[config.mk]
export PLATFORM = sky130hd
export DESIGN_NAME = trace_capture_buf
export DESIGN_NICKNAME = d
export VERILOG_FILES = /design/src/rtl/trc_pkg.sv /design/src/rtl/trc_ctrl.sv /design/src/rtl/trc_dpath.sv /design/src/rtl/trace_capture_buf.sv
export SDC_FILE = /design/constraint.sdc
export NUM_CORES = 2
export LEC_CHECK = 0
export ABC_AREA = 1
export CAP_MARGIN = 20
export CORE_ASPECT_RATIO = 0.9
export CORE_MARGIN = 1
export CORE_UTILIZATION = 30
export CTS_CLUSTER_DIAMETER = 50
export DETAILED_ROUTE_END_ITERATION = 12
export SYNTH_ARGS = -nofsm -noshare
export SYNTH_HDL_FRONTEND = slang
export SYNTH_HIERARCHICAL = 1
export SYNTH_SLANG_ARGS = --single-unit
[constraint.sdc]
create_clock -name clk -period 5.7 [get_ports clk]
set_input_delay 0.57 -clock clk [delete_from_list [all_inputs] [get_ports clk]]
set_output_delay 0.57 -clock clk [all_outputs]
set_load 0.05 [all_outputs]
[src/rtl/trc_pkg.sv]
package trc_pkg;

  // Slot tag values; the host decodes entries by these codes
  typedef enum logic [1:0] {
    TAG_INST = 2'b00,
    TAG_ADDR = 2'b01,
    TAG_DATA = 2'b10,
    TAG_BOTH = 2'b11
  } trc_tag_e;

  // Strobes from control to datapath, one set per clock
  typedef struct packed {
    logic     clear;
    logic     instWr;
    logic     dataWr;
    trc_tag_e dataTag;
    logic     freeze;
  } trc_strobe_t;

endpackage

[src/rtl/trc_ctrl.sv]
module trc_ctrl
  import trc_pkg::*;
#(
  parameter int DEPTH = 32,
  localparam int LW = $clog2(DEPTH) + 1
) (
  input  logic        clk,
  input  logic        rstN,
  input  logic        cfgExecEn,
  input  logic [1:0]  cfgSel,
  input  logic        cfgStopFull,
  input  logic        instValid,
  input  logic        dataValid,
  input  logic        trigOn,
  input  logic        trigOff,
  input  logic        trigSample,
  input  logic        hostStart,
  input  logic        hostStop,
  input  logic        hostClear,
  input  logic [LW-1:0] level,
  input  logic        fullFlag,
  output trc_strobe_t strobe,
  output logic        traceActive
);

  logic setReq, clrReq;
  assign setReq = trigOn | hostStart;
  assign clrReq = trigOff | hostStop;

  always_ff @(posedge clk or negedge rstN) begin
    if (!rstN)       traceActive <= 1'b0;
    else if (clrReq) traceActive <= 1'b0;
    else if (setReq) traceActive <= 1'b1;
  end

  logic     instReq, dataReq;
  trc_tag_e dataKind;
  logic [LW:0] room, need;

  always_comb begin
    instReq  = traceActive & cfgExecEn & instValid;
    dataReq  = dataValid & ((traceActive & (cfgSel != 2'b00)) | trigSample);
    dataKind = (cfgSel == 2'b00) ? TAG_BOTH : trc_tag_e'(cfgSel);
    room     = (LW+1)'(DEPTH) - {1'b0, level};
    need     = (LW+1)'(instReq) + ((dataKind == TAG_BOTH) ? (LW+1)'(2) : (LW+1)'(1));

    strobe         = '0;
    strobe.dataTag = dataKind;
    if (hostClear) begin
      strobe.clear = 1'b1;
    end else if (!cfgStopFull) begin
      strobe.instWr = instReq;
      strobe.dataWr = dataReq;
    end else if (!fullFlag) begin
      strobe.instWr = instReq & (room != '0);
      strobe.dataWr = dataReq & (room >= need);
      strobe.freeze = dataReq & (room < need);
    end
  end

  AST_OFF_WINS: assert property (@(posedge clk) disable iff (!rstN)
    clrReq |=> !traceActive);
  AST_ON_SETS: assert property (@(posedge clk) disable iff (!rstN)
    (setReq && !clrReq) |=> traceActive);
  AST_ACTIVE_HOLD: assert property (@(posedge clk) disable iff (!rstN)
    (!setReq && !clrReq) |=> $stable(traceActive));

endmodule

[src/rtl/trc_dpath.sv]
module trc_dpath
  import trc_pkg::*;
#(
  parameter int DEPTH = 32,
  parameter int WIDTH = 16,
  localparam int PW = $clog2(DEPTH),
  localparam int LW = PW + 1,
  localparam int EW = WIDTH + 2
) (
  input  logic             clk,
  input  logic             rstN,
  input  trc_strobe_t      strobe,
  input  logic [WIDTH-1:0] instAddr,
  input  logic [WIDTH-1:0] dataAddr,
  input  logic [WIDTH-1:0] dataValue,
  input  logic [PW-1:0]    rdAddr,
  output logic [EW-1:0]    rdData,
  output logic [PW-1:0]    wrPtr,
  output logic [LW-1:0]    level,
  output logic             fullFlag,
  output logic             wrapFlag
);

  logic [EW-1:0] mem [DEPTH];
  logic          frozen;

  // Slot positions and words for the up to three writes of one clock
  logic [PW-1:0] slotInst, slotFirst, slotSecond;
  logic [EW-1:0] wordInst, wordFirst, wordSecond;
  logic          weFirst, weSecond;
  logic [1:0]    nSlots;
  logic [LW:0]   sum;

  always_comb begin
    slotInst   = wrPtr;
    slotFirst  = wrPtr + PW'(strobe.instWr);
    slotSecond = slotFirst + PW'(1);
    wordInst   = {TAG_INST, instAddr};
    wordFirst  = {strobe.dataTag, (strobe.dataTag == TAG_DATA) ? dataValue : dataAddr};
    wordSecond = {TAG_BOTH, dataValue};
    weFirst    = strobe.dataWr;
    weSecond   = strobe.dataWr & (strobe.dataTag == TAG_BOTH);
    nSlots     = 2'(strobe.instWr) + 2'(weFirst) + 2'(weSecond);
    sum        = {1'b0, level} + (LW+1)'(nSlots);
  end

  always_ff @(posedge clk) begin
    for (int i = 0; i < DEPTH; i++) begin
      if (strobe.instWr && slotInst == PW'(i))       mem[i] <= wordInst;
      else if (weFirst && slotFirst == PW'(i))       mem[i] <= wordFirst;
      else if (weSecond && slotSecond == PW'(i))     mem[i] <= wordSecond;
    end
    rdData <= mem[rdAddr];
  end

  always_ff @(posedge clk or negedge rstN) begin
    if (!rstN) begin
      wrPtr    <= '0;
      level    <= '0;
      wrapFlag <= 1'b0;
      frozen   <= 1'b0;
    end else if (strobe.clear) begin
      wrPtr    <= '0;
      level    <= '0;
      wrapFlag <= 1'b0;
      frozen   <= 1'b0;
    end else begin
      wrPtr <= wrPtr + PW'(nSlots);
      level <= (sum > (LW+1)'(DEPTH)) ? LW'(DEPTH) : sum[LW-1:0];
      if (sum > (LW+1)'(DEPTH)) wrapFlag <= 1'b1;
      if (strobe.freeze)        frozen   <= 1'b1;
    end
  end

  assign fullFlag = frozen | (level == LW'(DEPTH));

  AST_LEVEL_BOUND: assert property (@(posedge clk) disable iff (!rstN)
    level <= LW'(DEPTH));
  AST_CLEAR_RESETS: assert property (@(posedge clk) disable iff (!rstN)
    strobe.clear |=> (wrPtr == '0 && !fullFlag && !wrapFlag));
  AST_WRAP_STICKY: assert property (@(posedge clk) disable iff (!rstN)
    (wrapFlag && !strobe.clear) |=> wrapFlag);

endmodule

[src/rtl/trace_capture_buf.sv]
module trace_capture_buf
  import trc_pkg::*;
#(
  parameter int DEPTH = 32,
  parameter int WIDTH = 16,
  localparam int PW = $clog2(DEPTH),
  localparam int LW = PW + 1,
  localparam int EW = WIDTH + 2
) (
  input  logic             clk,
  input  logic             rstN,
  input  logic             cfgExecEn,
  input  logic [1:0]       cfgSel,
  input  logic             cfgStopFull,
  input  logic             instValid,
  input  logic [WIDTH-1:0] instAddr,
  input  logic             dataValid,
  input  logic [WIDTH-1:0] dataAddr,
  input  logic [WIDTH-1:0] dataValue,
  input  logic             trigOn,
  input  logic             trigOff,
  input  logic             trigSample,
  input  logic             hostStart,
  input  logic             hostStop,
  input  logic             hostClear,
  input  logic [PW-1:0]    rdAddr,
  output logic [EW-1:0]    rdData,
  output logic [PW-1:0]    wrPtr,
  output logic             fullFlag,
  output logic             wrapFlag,
  output logic             traceActive
);

  trc_strobe_t strobe;
  logic [LW-1:0] level;

  trc_ctrl #(.DEPTH(DEPTH)) ctrl_i (
    .clk(clk), .rstN(rstN),
    .cfgExecEn(cfgExecEn), .cfgSel(cfgSel), .cfgStopFull(cfgStopFull),
    .instValid(instValid), .dataValid(dataValid),
    .trigOn(trigOn), .trigOff(trigOff), .trigSample(trigSample),
    .hostStart(hostStart), .hostStop(hostStop), .hostClear(hostClear),
    .level(level), .fullFlag(fullFlag),
    .strobe(strobe), .traceActive(traceActive)
  );

  trc_dpath #(.DEPTH(DEPTH), .WIDTH(WIDTH)) dpath_i (
    .clk(clk), .rstN(rstN), .strobe(strobe),
    .instAddr(instAddr), .dataAddr(dataAddr), .dataValue(dataValue),
    .rdAddr(rdAddr), .rdData(rdData),
    .wrPtr(wrPtr), .level(level), .fullFlag(fullFlag), .wrapFlag(wrapFlag)
  );

  AST_STOP_FREEZE: assert property (@(posedge clk) disable iff (!rstN)
    (cfgStopFull && fullFlag && !hostClear) |=> $stable(wrPtr));
  AST_SAMPLE_ONE: assert property (@(posedge clk) disable iff (!rstN)
    (trigSample && dataValid && !traceActive && cfgSel == 2'b01 && !fullFlag && !hostClear)
      |=> wrPtr == $past(wrPtr) + PW'(1));
  AST_IDLE_NO_MOVE: assert property (@(posedge clk) disable iff (!rstN)
    (!traceActive && !trigSample && !hostClear) |=> $stable(wrPtr));

endmodule

==> flow_summary.yaml <==
routing:
  vias: 43600
  wl_per_cell_um: 26.6
  routed_wl_um: 191000
  first_iter_violations: 7276
  drc_errors: 0
  dr.pass1.iters: 7
  antenna_left: 0
  vias_per_cell: 6.08
global_routing:
  grt_first_pass_wirelength_um: 273000
  grt_usage: 0.270
  first_global_vias: 38600
  grt_use_met1: 0.369
  met3_usage: 0.0951
  grt_max_degree: 164
  met2_usage: 0.374
  antenna_found_initial: 6
  grt_overflow: 0
  grt_busiest_layer: "met2"
flow_run:
  cap_violations: 0
synth:
  synth_top_family_by_area: "simple AND/OR/NAND/NOR gates"
  syn_nets: 5583
  ys_seq_elements: 608
  syn_inst: 5496
  ys_types: 41
  syn_avg_cell_area_sq_um: 7.34
  ys_warn_count: 6
  synthAdderAreaFrac: 0.00676
  synth-simple-area-share: 0.436
  ys_seq_area_frac: 0.446
  synth_compound_area_frac: 0.0399
  synthesis.area_sq_um: 40300
  synth_xor_area_frac: 0.000651
  synth_mux_area_frac: 0
power:
  cellPowerDensity_nw_per_um2: 273
  ir_drop_mv: 0.223
  p_leak_nw: 19.1
  power_mw: 12.6
sta:
  relSlewSlack: 0.215
  fin_crit_ps: 5130
  layout_setup_ws_ps: 575
  finalCritPeriodShare: 0.899
  hold_violations: 0
  finalSetupTns_ps: 0
  holdWs_ps: 307
  worst_pin_slew_ps: 1180
  fin_skew_ps: 29.7
  grt_setup_unrepaired: "false"
  max_freq_mhz: 195
  setup_viol: 0
  slew_violations: 0
placement:
  io_buffer_count: 92
  dp_hpwl_um: 115000
  dp_slack_ps: 485
  place_congestion: 1.01
clock_tree:
  postCtsSetupBuffers: 0
  clock_tree.buffer_depth: 3
  cts-buffers-inserted: 91
  cts_tree: "done"
  cts_resized: 0
  worstSkewPairLatency_ps: 690
  cts_num_sinks: 608
  clkTransAtPathRegs_ps: 60
  h-tree-depth: 3
  cts_root_buf: "clkbuf_16"
  ctsHoldBuffers: 0
floorplanning:
  coreArea_sq_um: 133000
  dieArea_sq_um: 136000
  pin_count: 93
  placementRows: 127
  die_h_um: 350
  initial_core_util: 0.303
  die_w_um: 389
worst_setup_path:
  crit_chain: "inv_1 > nor2_1 > a41o_1 > nand2_1 > or3b_1 > a21oi_2 > ha_1 > ha_1 > inv_1 > nand2_1 > nand2_1 > nand2_1 > nor2_4 > ha_1 > inv_2 > nor2_2 > buf_4 > nand3_1 > buf_4 > inv_1 > nand2_1 > nand2_1"
  slowest_delay_ps: 400
  crit_type: "flop to flop"
  worst_setup_path_start_kind: "flop"
  crit_buf_inv: 6
  r2r-start: "dpath_i/level[5]"
  cpMaxStageDelayCell: "dfrtp_1"
  cp.depth: 22
  critical_path.top_delay_family: "simple AND/OR/NAND/NOR gates"
  cp-end-kind: "flop"
  timing.reg2reg.setup_slack_ps: 570
  ff2ff_path_depth: 22
  r2r-end: "dpath_i/mem[23][12]"
  crit_fanout: 19
  required_ps: 6240
  crit_top_cell: "nand2_1"
  arrival_ps: 5660
finish:
  final_util: 0.347
  nets: 5440
  final_common_cell: "nand2_1"
  area_growth_pct: 14.7
  drive_gt1_frac: 0.0943
  mostFrequentLayoutCells: "nand2_1, nand3_1, edfxtp_1"
min_path:
  hold_path.class: "input port to async pin"
status:
  status: "finished clean"
## final cells by class
| class | count | area, sq um |
|---|---|---|
| fill | 13800 | 87000 |
| clock inverter | 58 | 683 |
| timing repair buffer | 327 | 2780 |
| multi-input combinational | 4210 | 19700 |
| inverter | 115 | 449 |
| sequential | 608 | 18000 |
| antenna | 6 | 15.0 |
| tap | 1741 | 2180 |
| clock buffer | 111 | 2460 |
## synth_stat cells, drive strengths merged
cell    number  area (sq um)
a211oi       1          7.51
a21boi      11           113
a21oi      129           649
a41o         1          10.0
buf        213          1070
clkbuf     350          1310
clkinv       2          7.51
conb         1          3.75
dfrtp       14           350
dfxtp       18           360
edfxtp     576         17300
fa           3          60.1
ha          17           213
inv        113           424
nand2     2184          8210
nand3     1047          5510
nand4      533          3330
nor2       116           503
nor2b        1          6.26
nor3         6          30.0
nor3b        1          7.51
o211ai       4          30.0
o21ai      133           666
o31ai       18           135
or3b         1          8.76
xnor2        1          8.76
xor2         2          17.5
## sequential cells by signal (all words and copies together), names as in the netlist
signal	cells
ctrl_i/traceActive	1
dpath_i/level	6
dpath_i/rdData	18
dpath_i/mem	576
dpath_i/wrPtr	5
dpath_i/frozen	1
dpath_i/wrapFlag	1
## worst reg2reg max path, cell delays in order (launching register included)
cell and delay, ps:
dfrtp_1 400, inv_1 100, nor2_1 60, a41o_1 250
nand2_1 70, or3b_1 360, a21oi_2 300, ha_1 300
ha_1 320, inv_1 90, nand2_1 70, nand2_1 170
nand2_1 150, nor2_4 50, ha_1 390, inv_2 120
nor2_2 140, buf_4 350, nand3_1 390, buf_4 320
inv_1 380, nand2_1 100, nand2_1 100
## worst max-delay path by stage
stage | from | endpoint | slack, ps
6_report | dpath_i/level[5] | dpath_i/mem[23][12] | 570
2_1_floorplan | dpath_i/level[5] | dpath_i/mem[24][0] | 580
3_3_place_gp | instValid | dpath_i/mem[23][12] | 590
5_1_grt | dpath_i/level[5] | dpath_i/mem[23][13] | 250
4_1_cts | dpath_i/level[5] | dpath_i/mem[23][6] | 750
3_5_place_dp | instValid | dpath_i/mem[23][6] | 480
## power breakdown
part / switching (mW) / leakage [nW] / internal, mW
Sequential: 0.0179 / 5.49 / 4.92
Combinational: 1.36 / 12.1 / 0.392
Clock: 2.32 / 1.52 / 3.60
## metal layers
layer  up-vias  part of all wire
li1      18800                 -
met1     20400              0.38
met4         8             0.059
met2      3785              0.40
met3       655              0.17
met5         -           0.00031
## kinds of logic (layout without fill, tap and decap cells)
logic type	count (synthesis)	count (layout)
buffers and inverters	678	611
xor gates and xnor gates	3	3
AOI/OAI and AO/OA	297	297
adders and majority gates	20	20
DFF	608	608
other	1	7
and+or+nand+nor	3889	3889
## per-stage QoR
stage | cells | cell area [sq um]
after floorplan | 5496 | 40300
after global placement | 6999 | 43100
after detailed placement | 7000 | 43100
after CTS | 7169 | 46200
after global routing | 7171 | 46300
final | 7176 | 46300
(Power assumes the default switching activity.)
